`src/rtl/dmf_pkg.sv`:
```
// Shared types for the dual-mode FIFO.
// Assumes: nothing beyond IEEE 1800-2017 packages.
package dmf_pkg;

    typedef enum logic {
        MODE_STD  = 1'b0,
        MODE_FWFT = 1'b1
    } rd_mode_e;

    typedef struct packed {
        rd_mode_e mode;
        logic     narrow;
    } dmf_cfg_t;

    typedef struct packed {
        logic rd_n;
        logic wr_n;
        logic half_n;
        logic aempty_n;
        logic afull_n;
    } dmf_flags_t;

    // Flag values that follow any reset, given the read timing in force.
    function automatic dmf_flags_t reset_flags(input logic fwft);
        dmf_flags_t f;
        f.rd_n     = fwft;
        f.wr_n     = ~fwft;
        f.half_n   = 1'b1;
        f.aempty_n = 1'b0;
        f.afull_n  = 1'b1;
        return f;
    endfunction

endpackage

```
`src/rtl/dmf_cfg.sv`:
```
// Configuration and offset registers.
// Captures the three straps during master reset and keeps them until the
// next master reset. Holds the two threshold offsets, loaded with a default
// at master reset and overwritten by the loader strobe afterwards.
// Assumes: partial reset does not reach this module.
module dmf_cfg
    import dmf_pkg::*;
#(
    parameter int OW        = 5,
    parameter int DEF_OFS_A = 3,
    parameter int DEF_OFS_B = 12
) (
    input  logic          clk,
    input  logic          mrst_n,
    input  logic          fwft_strap,
    input  logic          narrow_strap,
    input  logic          dflt_strap,
    input  logic          ofs_wr,
    input  logic [OW-1:0] ofs_empty_in,
    input  logic [OW-1:0] ofs_full_in,
    output dmf_cfg_t      cfg_o,
    output logic [OW-1:0] ofs_e_o,
    output logic [OW-1:0] ofs_f_o
);

    localparam logic [OW-1:0] DFLT_A = OW'(DEF_OFS_A);
    localparam logic [OW-1:0] DFLT_B = OW'(DEF_OFS_B);

    // Strap capture during master reset.
    always_ff @(posedge clk) begin
        if (!mrst_n) begin
            cfg_o.mode   <= fwft_strap ? MODE_FWFT : MODE_STD;
            cfg_o.narrow <= narrow_strap;
        end
    end

    // Offset registers: default at master reset, loader value on strobe.
    always_ff @(posedge clk) begin
        if (!mrst_n) begin
            ofs_e_o <= dflt_strap ? DFLT_B : DFLT_A;
            ofs_f_o <= dflt_strap ? DFLT_B : DFLT_A;
        end else if (ofs_wr) begin
            ofs_e_o <= ofs_empty_in;
            ofs_f_o <= ofs_full_in;
        end
    end

endmodule

```
`src/rtl/dmf_store.sv`:
```
// Two-bank word storage with width packing.
// Each bank holds DEPTH half-words. In wide mode one address selects a row
// and both banks form one full word. In narrow mode the low address bit
// picks the bank and the remaining bits pick the row, giving 2*DEPTH
// half-words. The read port is combinational so that the caller can register
// the result in its output register.
// Assumes: DEPTH is a power of two; the caller never writes an unread slot.
module dmf_store #(
    parameter int AW = 4,
    parameter int HW = 9
) (
    input  logic          clk,
    input  logic          narrow,
    input  logic          we,
    input  logic [AW:0]   waddr,
    input  logic [2*HW-1:0] wdata,
    input  logic [AW:0]   raddr,
    output logic [2*HW-1:0] rdata
);

    localparam int ROWS = 1 << AW;

    logic [AW-1:0] wrow;
    logic [AW-1:0] rrow;
    logic [HW-1:0] bank_rd [2];

    // Row selection for both ports, depending on width.
    always_comb begin
        wrow = narrow ? waddr[AW:1] : waddr[AW-1:0];
        rrow = narrow ? raddr[AW:1] : raddr[AW-1:0];
    end

    for (genvar b = 0; b < 2; b++) begin : g_bank
        logic [HW-1:0] mem [ROWS];
        logic          bank_we;
        logic [HW-1:0] bank_wd;

        // Bank write enable and write half-word selection.
        always_comb begin
            bank_we = we && (!narrow || (waddr[0] == 1'(b)));
            bank_wd = narrow ? wdata[HW-1:0] : wdata[b*HW +: HW];
        end

        // Storage array write.
        always_ff @(posedge clk) begin
            if (bank_we) begin
                mem[wrow] <= bank_wd;
            end
        end

        assign bank_rd[b] = mem[rrow];
    end

    // Read word assembly: zero-extended half-word or both halves.
    always_comb begin
        if (narrow) begin
            rdata = {{HW{1'b0}}, bank_rd[raddr[0]]};
        end else begin
            rdata = {bank_rd[1], bank_rd[0]};
        end
    end

endmodule

```
`src/rtl/dmf_flags.sv`:
```
// Registered status flags.
// Computes every flag from the occupancy that will hold after the current
// edge, so each flag changes at the same edge as the pointers. Resets force
// the documented start values for the read timing in force.
// Assumes: offsets are below the capacity for almost-full to start high.
module dmf_flags
    import dmf_pkg::*;
#(
    parameter int PW = 6,
    parameter int OW = 5
) (
    input  logic          clk,
    input  logic          mrst_n,
    input  logic          prst_n,
    input  logic          fwft_strap,
    input  dmf_cfg_t      cfg,
    input  logic [PW-1:0] cnt_nxt,
    input  logic [PW-1:0] cap,
    input  logic          ov_nxt,
    input  logic [OW-1:0] ofs_e,
    input  logic [OW-1:0] ofs_f,
    output dmf_flags_t    flags
);

    logic [PW-1:0] free_nxt;
    logic [PW-1:0] ofs_e_w;
    logic [PW-1:0] ofs_f_w;
    logic          fwft;
    dmf_flags_t    calc;

    // Next-state flag values from the next occupancy.
    always_comb begin
        fwft          = (cfg.mode == MODE_FWFT);
        free_nxt      = cap - cnt_nxt;
        ofs_e_w       = PW'(ofs_e);
        ofs_f_w       = PW'(ofs_f);
        calc.rd_n     = fwft ? ~ov_nxt : (cnt_nxt != '0);
        calc.wr_n     = fwft ? (cnt_nxt == cap) : (cnt_nxt != cap);
        calc.half_n   = ~(cnt_nxt > (cap >> 1));
        calc.aempty_n = ~(cnt_nxt <= ofs_e_w);
        calc.afull_n  = ~(free_nxt <= ofs_f_w);
    end

    // Flag register with reset start values.
    always_ff @(posedge clk) begin
        if (!mrst_n) begin
            flags <= reset_flags(fwft_strap);
        end else if (!prst_n) begin
            flags <= reset_flags(fwft);
        end else begin
            flags <= calc;
        end
    end

endmodule

```
`src/rtl/dual_mode_fifo.sv`:
```
// Single-clock FIFO with selectable read timing and width.
// Keeps write and read pointers two bits wider than the row address, so
// their difference is the word count up to 2*DEPTH. Standard timing moves
// a word into the output register on every accepted read. Fall-through
// timing keeps the oldest word in the output register with a valid bit and
// refills it when the word is taken. Retransmit rewinds the read pointer.
// Assumes: straps are stable around master reset; a retransmit follows fewer
// than a capacity of writes since the last reset.
module dual_mode_fifo
    import dmf_pkg::*;
#(
    parameter int DEPTH     = 16,
    parameter int HALF_W    = 9,
    parameter int DEF_OFS_A = 3,
    parameter int DEF_OFS_B = 12
) (
    input  logic                     clk,
    input  logic                     mrst_n,
    input  logic                     prst_n,
    input  logic                     fwft_strap,
    input  logic                     narrow_strap,
    input  logic                     dflt_strap,
    input  logic                     wr_en,
    input  logic [2*HALF_W-1:0]      wr_data,
    input  logic                     rd_en,
    input  logic                     rt_n,
    input  logic                     ofs_wr,
    input  logic [$clog2(DEPTH):0]   ofs_empty,
    input  logic [$clog2(DEPTH):0]   ofs_full,
    output logic [2*HALF_W-1:0]      rd_data,
    output logic                     rdflag_n,
    output logic                     wrflag_n,
    output logic                     half_n,
    output logic                     aempty_n,
    output logic                     afull_n
);

    localparam int AW = $clog2(DEPTH);
    localparam int PW = AW + 2;
    localparam int OW = AW + 1;
    localparam int DW = 2 * HALF_W;
    localparam logic [PW-1:0] CAP_WIDE   = PW'(DEPTH);
    localparam logic [PW-1:0] CAP_NARROW = PW'(2 * DEPTH);

    dmf_cfg_t      cfg_q;
    logic [OW-1:0] ofs_e_q;
    logic [OW-1:0] ofs_f_q;
    dmf_flags_t    flags_q;

    logic [PW-1:0] wptr_q, rptr_q;
    logic [PW-1:0] wptr_nxt, rptr_nxt;
    logic [PW-1:0] cnt, cnt_nxt, cap;
    logic          ov_q, ov_nxt;
    logic [DW-1:0] dout_q;
    logic [DW-1:0] store_rd;
    logic [PW-1:0] raddr;
    logic          fwft_on;
    logic          wr_ok, rd_ok, take, rt_go, load;

    dmf_cfg #(
        .OW        (OW),
        .DEF_OFS_A (DEF_OFS_A),
        .DEF_OFS_B (DEF_OFS_B)
    ) u_cfg (
        .clk          (clk),
        .mrst_n       (mrst_n),
        .fwft_strap   (fwft_strap),
        .narrow_strap (narrow_strap),
        .dflt_strap   (dflt_strap),
        .ofs_wr       (ofs_wr),
        .ofs_empty_in (ofs_empty),
        .ofs_full_in  (ofs_full),
        .cfg_o        (cfg_q),
        .ofs_e_o      (ofs_e_q),
        .ofs_f_o      (ofs_f_q)
    );

    // Occupancy, capacity and per-edge decisions.
    always_comb begin
        fwft_on = (cfg_q.mode == MODE_FWFT);
        cap     = cfg_q.narrow ? CAP_NARROW : CAP_WIDE;
        cnt     = wptr_q - rptr_q;
        rt_go   = !rt_n && !wr_en && !rd_en;
        wr_ok   = wr_en && (cnt < cap);
        rd_ok   = !fwft_on && rd_en && (cnt != '0);
        take    = fwft_on && rd_en && ov_q;
        if (rt_go) begin
            load = 1'b0;
        end else if (!fwft_on) begin
            load = rd_ok;
        end else if (take) begin
            load = (cnt >= PW'(2));
        end else begin
            load = !ov_q && (cnt != '0);
        end
        raddr = take ? (rptr_q + PW'(1)) : rptr_q;
    end

    // Next pointers, valid bit and occupancy.
    always_comb begin
        wptr_nxt = wptr_q + PW'(wr_ok);
        if (rt_go) begin
            rptr_nxt = '0;
        end else if (rd_ok || take) begin
            rptr_nxt = rptr_q + PW'(1);
        end else begin
            rptr_nxt = rptr_q;
        end
        if (!fwft_on || rt_go) begin
            ov_nxt = 1'b0;
        end else if (take) begin
            ov_nxt = (cnt >= PW'(2));
        end else begin
            ov_nxt = ov_q || (cnt != '0);
        end
        cnt_nxt = wptr_nxt - rptr_nxt;
    end

    dmf_store #(
        .AW (AW),
        .HW (HALF_W)
    ) u_store (
        .clk    (clk),
        .narrow (cfg_q.narrow),
        .we     (wr_ok),
        .waddr  (wptr_q[AW:0]),
        .wdata  (wr_data),
        .raddr  (raddr[AW:0]),
        .rdata  (store_rd)
    );

    // Pointer, valid-bit and output register update.
    always_ff @(posedge clk) begin
        if (!mrst_n || !prst_n) begin
            wptr_q <= '0;
            rptr_q <= '0;
            ov_q   <= 1'b0;
            dout_q <= '0;
        end else begin
            wptr_q <= wptr_nxt;
            rptr_q <= rptr_nxt;
            ov_q   <= ov_nxt;
            if (load) begin
                dout_q <= store_rd;
            end
        end
    end

    dmf_flags #(
        .PW (PW),
        .OW (OW)
    ) u_flags (
        .clk        (clk),
        .mrst_n     (mrst_n),
        .prst_n     (prst_n),
        .fwft_strap (fwft_strap),
        .cfg        (cfg_q),
        .cnt_nxt    (cnt_nxt),
        .cap        (cap),
        .ov_nxt     (ov_nxt),
        .ofs_e      (ofs_e_q),
        .ofs_f      (ofs_f_q),
        .flags      (flags_q)
    );

    assign rd_data  = dout_q;
    assign rdflag_n = flags_q.rd_n;
    assign wrflag_n = flags_q.wr_n;
    assign half_n   = flags_q.half_n;
    assign aempty_n = flags_q.aempty_n;
    assign afull_n  = flags_q.afull_n;

endmodule

```
`config.mk`:
```
export PLATFORM = sky130hd
export DESIGN_NAME = dual_mode_fifo
export DESIGN_NICKNAME = d
export VERILOG_FILES = /design/src/rtl/dmf_pkg.sv /design/src/rtl/dmf_cfg.sv /design/src/rtl/dmf_store.sv /design/src/rtl/dmf_flags.sv /design/src/rtl/dual_mode_fifo.sv
export SDC_FILE = /design/constraint.sdc
export NUM_CORES = 1
export LEC_CHECK = 0
export BUFFER_PORTS_ARGS = -buffer_cell sky130_fd_sc_hd__clkbuf_2
export CELL_PAD_IN_SITES_DETAIL_PLACEMENT = 1
export CELL_PAD_IN_SITES_GLOBAL_PLACEMENT = 2
export CORE_MARGIN = 4
export CORE_UTILIZATION = 48
export CTS_CLUSTER_DIAMETER = 150
export CTS_CLUSTER_SIZE = 12
export DETAILED_ROUTE_END_ITERATION = 10
export PLACE_DENSITY = 0.81
export SETUP_SLACK_MARGIN = 0.3
export SLEW_MARGIN = 20
export SYNTH_ARGS = -nofsm -noshare
export SYNTH_HDL_FRONTEND = slang
export SYNTH_SLANG_ARGS = --single-unit
```
`constraint.sdc`:
```
create_clock -name clk -period 15.2 [get_ports clk]
set_clock_uncertainty 0.05 [all_clocks]
set_input_delay 1.52 -clock clk [delete_from_list [all_inputs] [get_ports clk]]
set_output_delay 1.52 -clock clk [all_outputs]
set_load 0.01 [all_outputs]
```
Yosys cells after proc, flatten, opt, wreduce, memory -nomap -nowiden
Memories as Yosys holds them, arrays and structs flattened.
Cells that the tools add are included.
{"block": "classes", "n_addsub": 5, "n_lt_le_gt_ge": 6, "n_eq_ne": 3, "n_mux": 30, "bitwise": 8, "n_reduce_logical": 27}
{"operator": "$mux W9", "count": 4}
{"operator": "$mux W5", "count": 7}
{"operator": "$mux W18", "count": 1}
{"operator": "$mux W6", "count": 3}
{"operator": "$sub A6 B6 Y6", "count": 3}
{"operator": "$le A6 B5 Y1", "count": 2}
{"operator": "$mux W1", "count": 12}
{"operator": "$mux W4", "count": 3}
{"operator": "$reduce_bool A6 Y1", "count": 2}
{"operator": "$logic_and A1 B1 Y1", "count": 10}
{"operator": "$logic_not A1 Y1", "count": 8}
{"operator": "$not A1 Y1", "count": 7}
{"operator": "$add A6 B1 Y6", "count": 1}
{"operator": "$add A6 B1 Y6 const B", "count": 1}
{"operator": "$eq A6 B6 Y1", "count": 1}
{"operator": "$ge A6 B2 Y1 const B", "count": 1}
{"operator": "$gt A6 B5 Y1", "count": 1}
{"operator": "$logic_or A1 B1 Y1", "count": 6}
{"operator": "$lt A6 B6 Y1", "count": 1}
{"operator": "$ne A6 B6 Y1", "count": 1}
{"operator": "$ge A2 B2 Y1 const B", "count": 1}
{"operator": "$ne A2 B1 Y1 const B", "count": 1}
{"operator": "$not A1 Y2", "count": 1}
{"operator": "$reduce_and A2 Y1", "count": 1}
{"block": "word_totals", "regBits": 48, "ram_bits": 288, "input_bits": 38, "mem_count": 2}
{"memory": "u_store.g_bank[0].mem", "depth": 16, "word_bits": 9, "read_ports": 1, "rd_clocked_by_memory_dff": 0, "write_ports": 1, "line": "dmf_store.sv:34", "source": "logic [HW-1:0] mem [ROWS];"}
{"memory": "u_store.g_bank[1].mem", "depth": 16, "word_bits": 9, "read_ports": 1, "rd_clocked_by_memory_dff": 0, "write_ports": 1, "line": "dmf_store.sv:34"}

Longest topological paths before layout
{"block": "depth", "word_depth": 12, "depth_mapped": 26}

Hierarchy
Synthesis repeated with hierarchy kept, for this count alone.
{"block": "hier_totals", "cells_unflattened": 1322, "hier_area_um2": 17340.4}
{"module": "dmf_store", "instances": 1, "cells_each": 976, "area_each_um2": 14174.8, "seq_area_each_um2": 8648.3}
{"module": "dual_mode_fifo", "instances": 1, "cells_each": 214, "area_each_um2": 1915.6, "seq_area_each_um2": 620.6}
{"module": "dmf_flags", "instances": 1, "cells_each": 101, "area_each_um2": 789.5, "seq_area_each_um2": 100.1}
{"module": "dmf_cfg", "instances": 1, "cells_each": 31, "area_each_um2": 460.4, "seq_area_each_um2": 360.3}

Least setup slack after synthesis
Ideal clock, no wire load.
{"block": "synth_path", "kind": "flip-flop to flip-flop", "from": "reg wptr_q[1]", "to": "reg u_flags.flags[0] (netlist name)", "arrival_ps": 4735, "required_ps": 15023, "setup_slack_ps": 10287, "stages_incl_launch_ff": 25, "path_buffers": 1, "period_less_slack_ps": 4913, "path_cell_list": "dfxtp_1 clkbuf_1 inv_1 fa_1 nand2b_1 a21oi_1 xnor2_1 nand4b_2 o211ai_1 xor2_1 nor2_1 ha_1 inv_1 fa_1 a21o_1 a21oi_1 xnor2_1 ha_1 inv_1 xnor2_1 ha_1 and3_1 a31oi_1 nor4b_1 a21oi_1"}
{"block": "synth_between", "elab_chain_cells": 10, "elab_cells_between_ends": 13, "classes_between": "4 x add/sub; 2 x order compare; 2 x mux; 1 x bitwise; 4 x reduce/logical"}
{"element": "start: declaration", "line": "dual_mode_fifo.sv:50", "source": "logic [PW-1:0] wptr_q, rptr_q;"}
{"element": "start signal: assignment", "line": "dual_mode_fifo.sv:140", "source": "wptr_q <= wptr_nxt;"}
{"element": "$sub A6 B6 Y6", "line": "dual_mode_fifo.sv:82", "source": "cnt = wptr_q - rptr_q;"}
{"element": "$reduce_bool A6 Y1", "line": "dual_mode_fifo.sv:85", "source": "rd_ok = !fwft_on && rd_en && (cnt != '0);"}
{"element": "$logic_and A1 B1 Y1", "line": "dual_mode_fifo.sv:85"}
{"element": "$logic_or A1 B1 Y1", "line": "dual_mode_fifo.sv:104", "source": "end else if (rd_ok || take) begin"}
{"element": "$mux W6", "line": "dual_mode_fifo.sv:104"}
{"element": "$mux W6", "line": "dual_mode_fifo.sv:102", "source": "if (rt_go) begin"}
{"element": "via rptr_nxt[0]", "line": "dual_mode_fifo.sv:51", "source": "logic [PW-1:0] wptr_nxt, rptr_nxt;"}
{"element": "$sub A6 B6 Y6", "line": "dual_mode_fifo.sv:116", "source": "cnt_nxt = wptr_nxt - rptr_nxt;"}
{"element": "$sub A6 B6 Y6", "line": "dmf_flags.sv:34", "source": "free_nxt = cap - cnt_nxt;"}
{"element": "$le A6 B5 Y1", "line": "dmf_flags.sv:41", "source": "calc.afull_n = ~(free_nxt <= ofs_f_w);"}
{"element": "$not A1 Y1", "line": "dmf_flags.sv:41"}
{"element": "end signal: assignment", "line": "dmf_flags.sv:47", "source": "flags <= reset_flags(fwft_strap);"}
{"element": "end signal: assignment", "line": "dmf_flags.sv:49", "source": "flags <= reset_flags(fwft);"}
{"element": "end signal: assignment", "line": "dmf_flags.sv:51", "source": "flags <= calc;"}
{"element": "end: declaration", "line": "dmf_flags.sv:22", "source": "output dmf_flags_t flags"}
The timed path passes the listed nets, and every way through them passes these cells.
A chain may end at the register's enable or synchronous reset.

Worst setup path after layout
{"block": "layout_path", "from": "reg wptr_q[0]", "to": "reg u_flags.flags[0] (netlist name)"}
The elaborated chain is that of the path after synthesis.

==> out/qor.yml <==
worst_setup_path:
  worstSetupPathType: "register to register"
  end_kind: "register"
  rrSetupSlack_ps: 9640
  rr_worst_depth: 24
  crit_fanout: 7
  start_kind: "register"
  critPathSlowestCell: "o211ai_1"
  rr_endpoint: "u_flags.flags[0]"
  critPathArrivalTime_ps: 5970
  r2r_start: "wptr_q[0]"
  cp_cell_sequence: "inv_1 > ha_1 > fa_1 > nand2b_1 > a21oi_1 > xnor2_1 > nand4b_2 > o211ai_1 > xor2_1 > nor2_1 > ha_1 > inv_1 > fa_1 > a21o_1 > a21oi_1 > xnor2_1 > ha_1 > inv_1 > xnor2_1 > ha_1 > and3_1 > a31oi_1 > nor4b_1 > a21oi_1"
  max_stage_delay_ps: 470
  critPathBufInv: 3
  path_common_cell: "ha_1"
  critPathRequiredTime_ps: 15610
  critPathTopFamily: "adder cells"
  crit_start: "wptr_q[0]"
hold_path:
  hp-class: "register to register"
  hold_depth: 1
  min-delay-start: "rd_data[11]"
  hold_end: "rd_data[11]"
global_route:
  grt_start_max_net_pins: 77
  gr-total-overflow: 0
  grt_pass1_vias: 9827
  grt_pass1_wl_um: 59200
  antenna_found_initial: 0
  grt_usage_pct: 22.5
timing:
  rsz0062_at_grt: "no"
  period_share_pct: 36.6
  finalSetupTns_ps: 0
  holdWs_ps: 432
  fin_crit_ps: 5560
  maxSlewHeadroom_pct: 23.9
  maxSlewViolCount: 0
  finalHoldViolations: 0
  setup_violations: 0
  tightest_slew_ps: 1140
  max_clock_freq_mhz: 180
detailed_routing:
  viasPerCell: 5.88
  post-route-drc-count: 0
  first_pass_iters: 5
  avgRoutedWirePerCell_um: 24.6
  drt-initial-drc-count: 737
  vias: 9273
  ant_nets: 0
  wl_um: 38800
logic_synthesis:
  synth_top_area_share_pct: 59.5
  yosysWarnings: 0
  synthArstFlopShare_pct: 0
  synth-edff-count: 300
  synth_seq_cells: 336
  syn_area_mm2: 0.0152
  synth_ff_type: "edfxtp_1"
  syn_nets: 1181
  synth_commonest_cells: "300 x edfxtp_1, 164 x mux2i_1, 84 x nand2_1"
  synth_cell_types: 67
  syn_inst: 1113
  synth_area_per_cell_um2: 13.6
  synth_top_area_cell: "edfxtp_1"
  synth.area.top_cells: "edfxtp_1 59%, mux2i_1 11%, dfxtp_1 4.8%"
  synth.most_common_cell: "edfxtp_1"
  ys_seq_area_share_pct: 64.2
placement:
  dp_hpwl_um: 26500
  port_buffers: 60
  finalWeightedCongestion: 0.825
final_layout:
  area_growth_pct: 10.2
  drive_gt1_share_pct: 11.7
  nets: 1224
  fin_util_pct: 54.2
  diodes: 0
cts:
  clk_path_buf_depth: 3
  worstSkewPairLatency_ps: 580
  cts_sinks: 336
  cts_buffers: 31
  cts_resized: 0
  postCtsHoldBufs: 0
  htreeDepth: 1
  post_cts_buffers: 0
  cts-root-buf: "clkbuf_16"
  cts_tree: "yes"
  clkTransAtPathRegs_ps: 70
die:
  fp.coreArea_mm2: 0.0308
  ios: 61
  die_w_um: 186
  dieHeight_um: 186
  rows: 64
  die-area_mm2: 0.0345
  start_util_pct: 49.2
outcome:
  status: "completed"
power:
  power_density_mw_per_mm2: 119
  p_leak_uw: 0.00622
  ir_worst_vdd_uv: 99.3
  total_power_uw: 1980
job:
  cap_violations: 0
==> sequential cells by signal, summed over array words and instances, names as in the netlist <==
signal,count
rptr_q,6
ov_q,1
u_cfg.ofs_e_o,5
u_store.g_bank.mem,288
u_cfg.cfg_o,2
wptr_q,6
u_cfg.ofs_f_o,5
u_flags.flags,5
rd_data,18
==> metrics by stage <==
stage | area, µm² | instances | setup slack, ps
global route | 16700 | 1577 | 9240
floorplan | 15200 | 1113 | 10290
detailed placement | 15800 | 1519 | 9620
CTS | 16700 | 1577 | 9680
global placement | 15800 | 1519 | 9660
finish | 16700 | 1577 | 9640
==> area by class of cell <==
| type | instances | area [µm²] |
|---|---|---|
| multi-input cells | 675 | 5030 |
| clock buffers | 57 | 873 |
| well taps | 396 | 495 |
| clock inverters | 1 | 20.0 |
| repair buffers | 72 | 394 |
| inverters | 40 | 150 |
| fillers | 3047 | 14100 |
| flip-flops and latches | 336 | 9730 |
==> how the worst max path moves through the flow <==
stage | to | slack (ps) | cells after the start
2_1_floorplan | u_flags.flags[0] | 10290 | 24
3_3_place_gp | rd_data[1] | 9660 | 11
3_5_place_dp | rd_data[1] | 9620 | 11
4_1_cts | u_flags.flags[0] | 9680 | 24
5_1_grt | u_flags.flags[0] | 9240 | 23
6_report | u_flags.flags[0] | 9640 | 24
==> placed cells by master, fill, tap and decap left out, types with 4 or more instances in the layout <==
cell type and n:
a2111oi_0 12, a211o_1 8, a211oi_1 34, a21o_1 5, a21oi_1 24, a22o_1 6
a22oi_1 4, a31oi_1 10, and2_1 13, and3_1 9, buf_4 11, clkbuf_1 26
clkbuf_16 31, clkbuf_2 60, dfxtp_1 36, edfxtp_1 300, ha_1 28, inv_1 39
mux2_2 14, mux2i_1 164, nand2_1 84, nand2b_1 15, nand3_1 34, nand4_1 5
nor2_1 66, nor2b_1 6, nor3_1 10, o211a_1 6, o211ai_1 12, o21a_1 6
o21ai_0 19, o21bai_1 5, or3_1 5, xnor2_1 17, xor2_1 4
==> where the power goes <==
group | internal, µW | switching [µW] | total, µW
Clock | 385 | 334 | 719
Combinational | 83.2 | 148 | 231
Sequential | 1020 | 6.22 | 1030
==> routing by layer <==
layer	track usage (%)	routed length [µm]	vias to the layer above
met2	37.8	18700	205
li1	-	-	4295
met4	6.30	1080	0
met5	0	0	-
met1	31.4	17500	4718
met3	2.66	1570	55
==> logic make-up after synthesis <==
group           after synthesis  share of synthesized area [%]
flops                       336                           64.2
xor+xnor                     24                           1.53
mux                         181                           12.1
compound gates              172                           8.19
simple gates                268                           8.45
buf+inv                     102                           2.94
fa+ha+maj                    30                           2.58
Power figures use the tool's default switching activity.
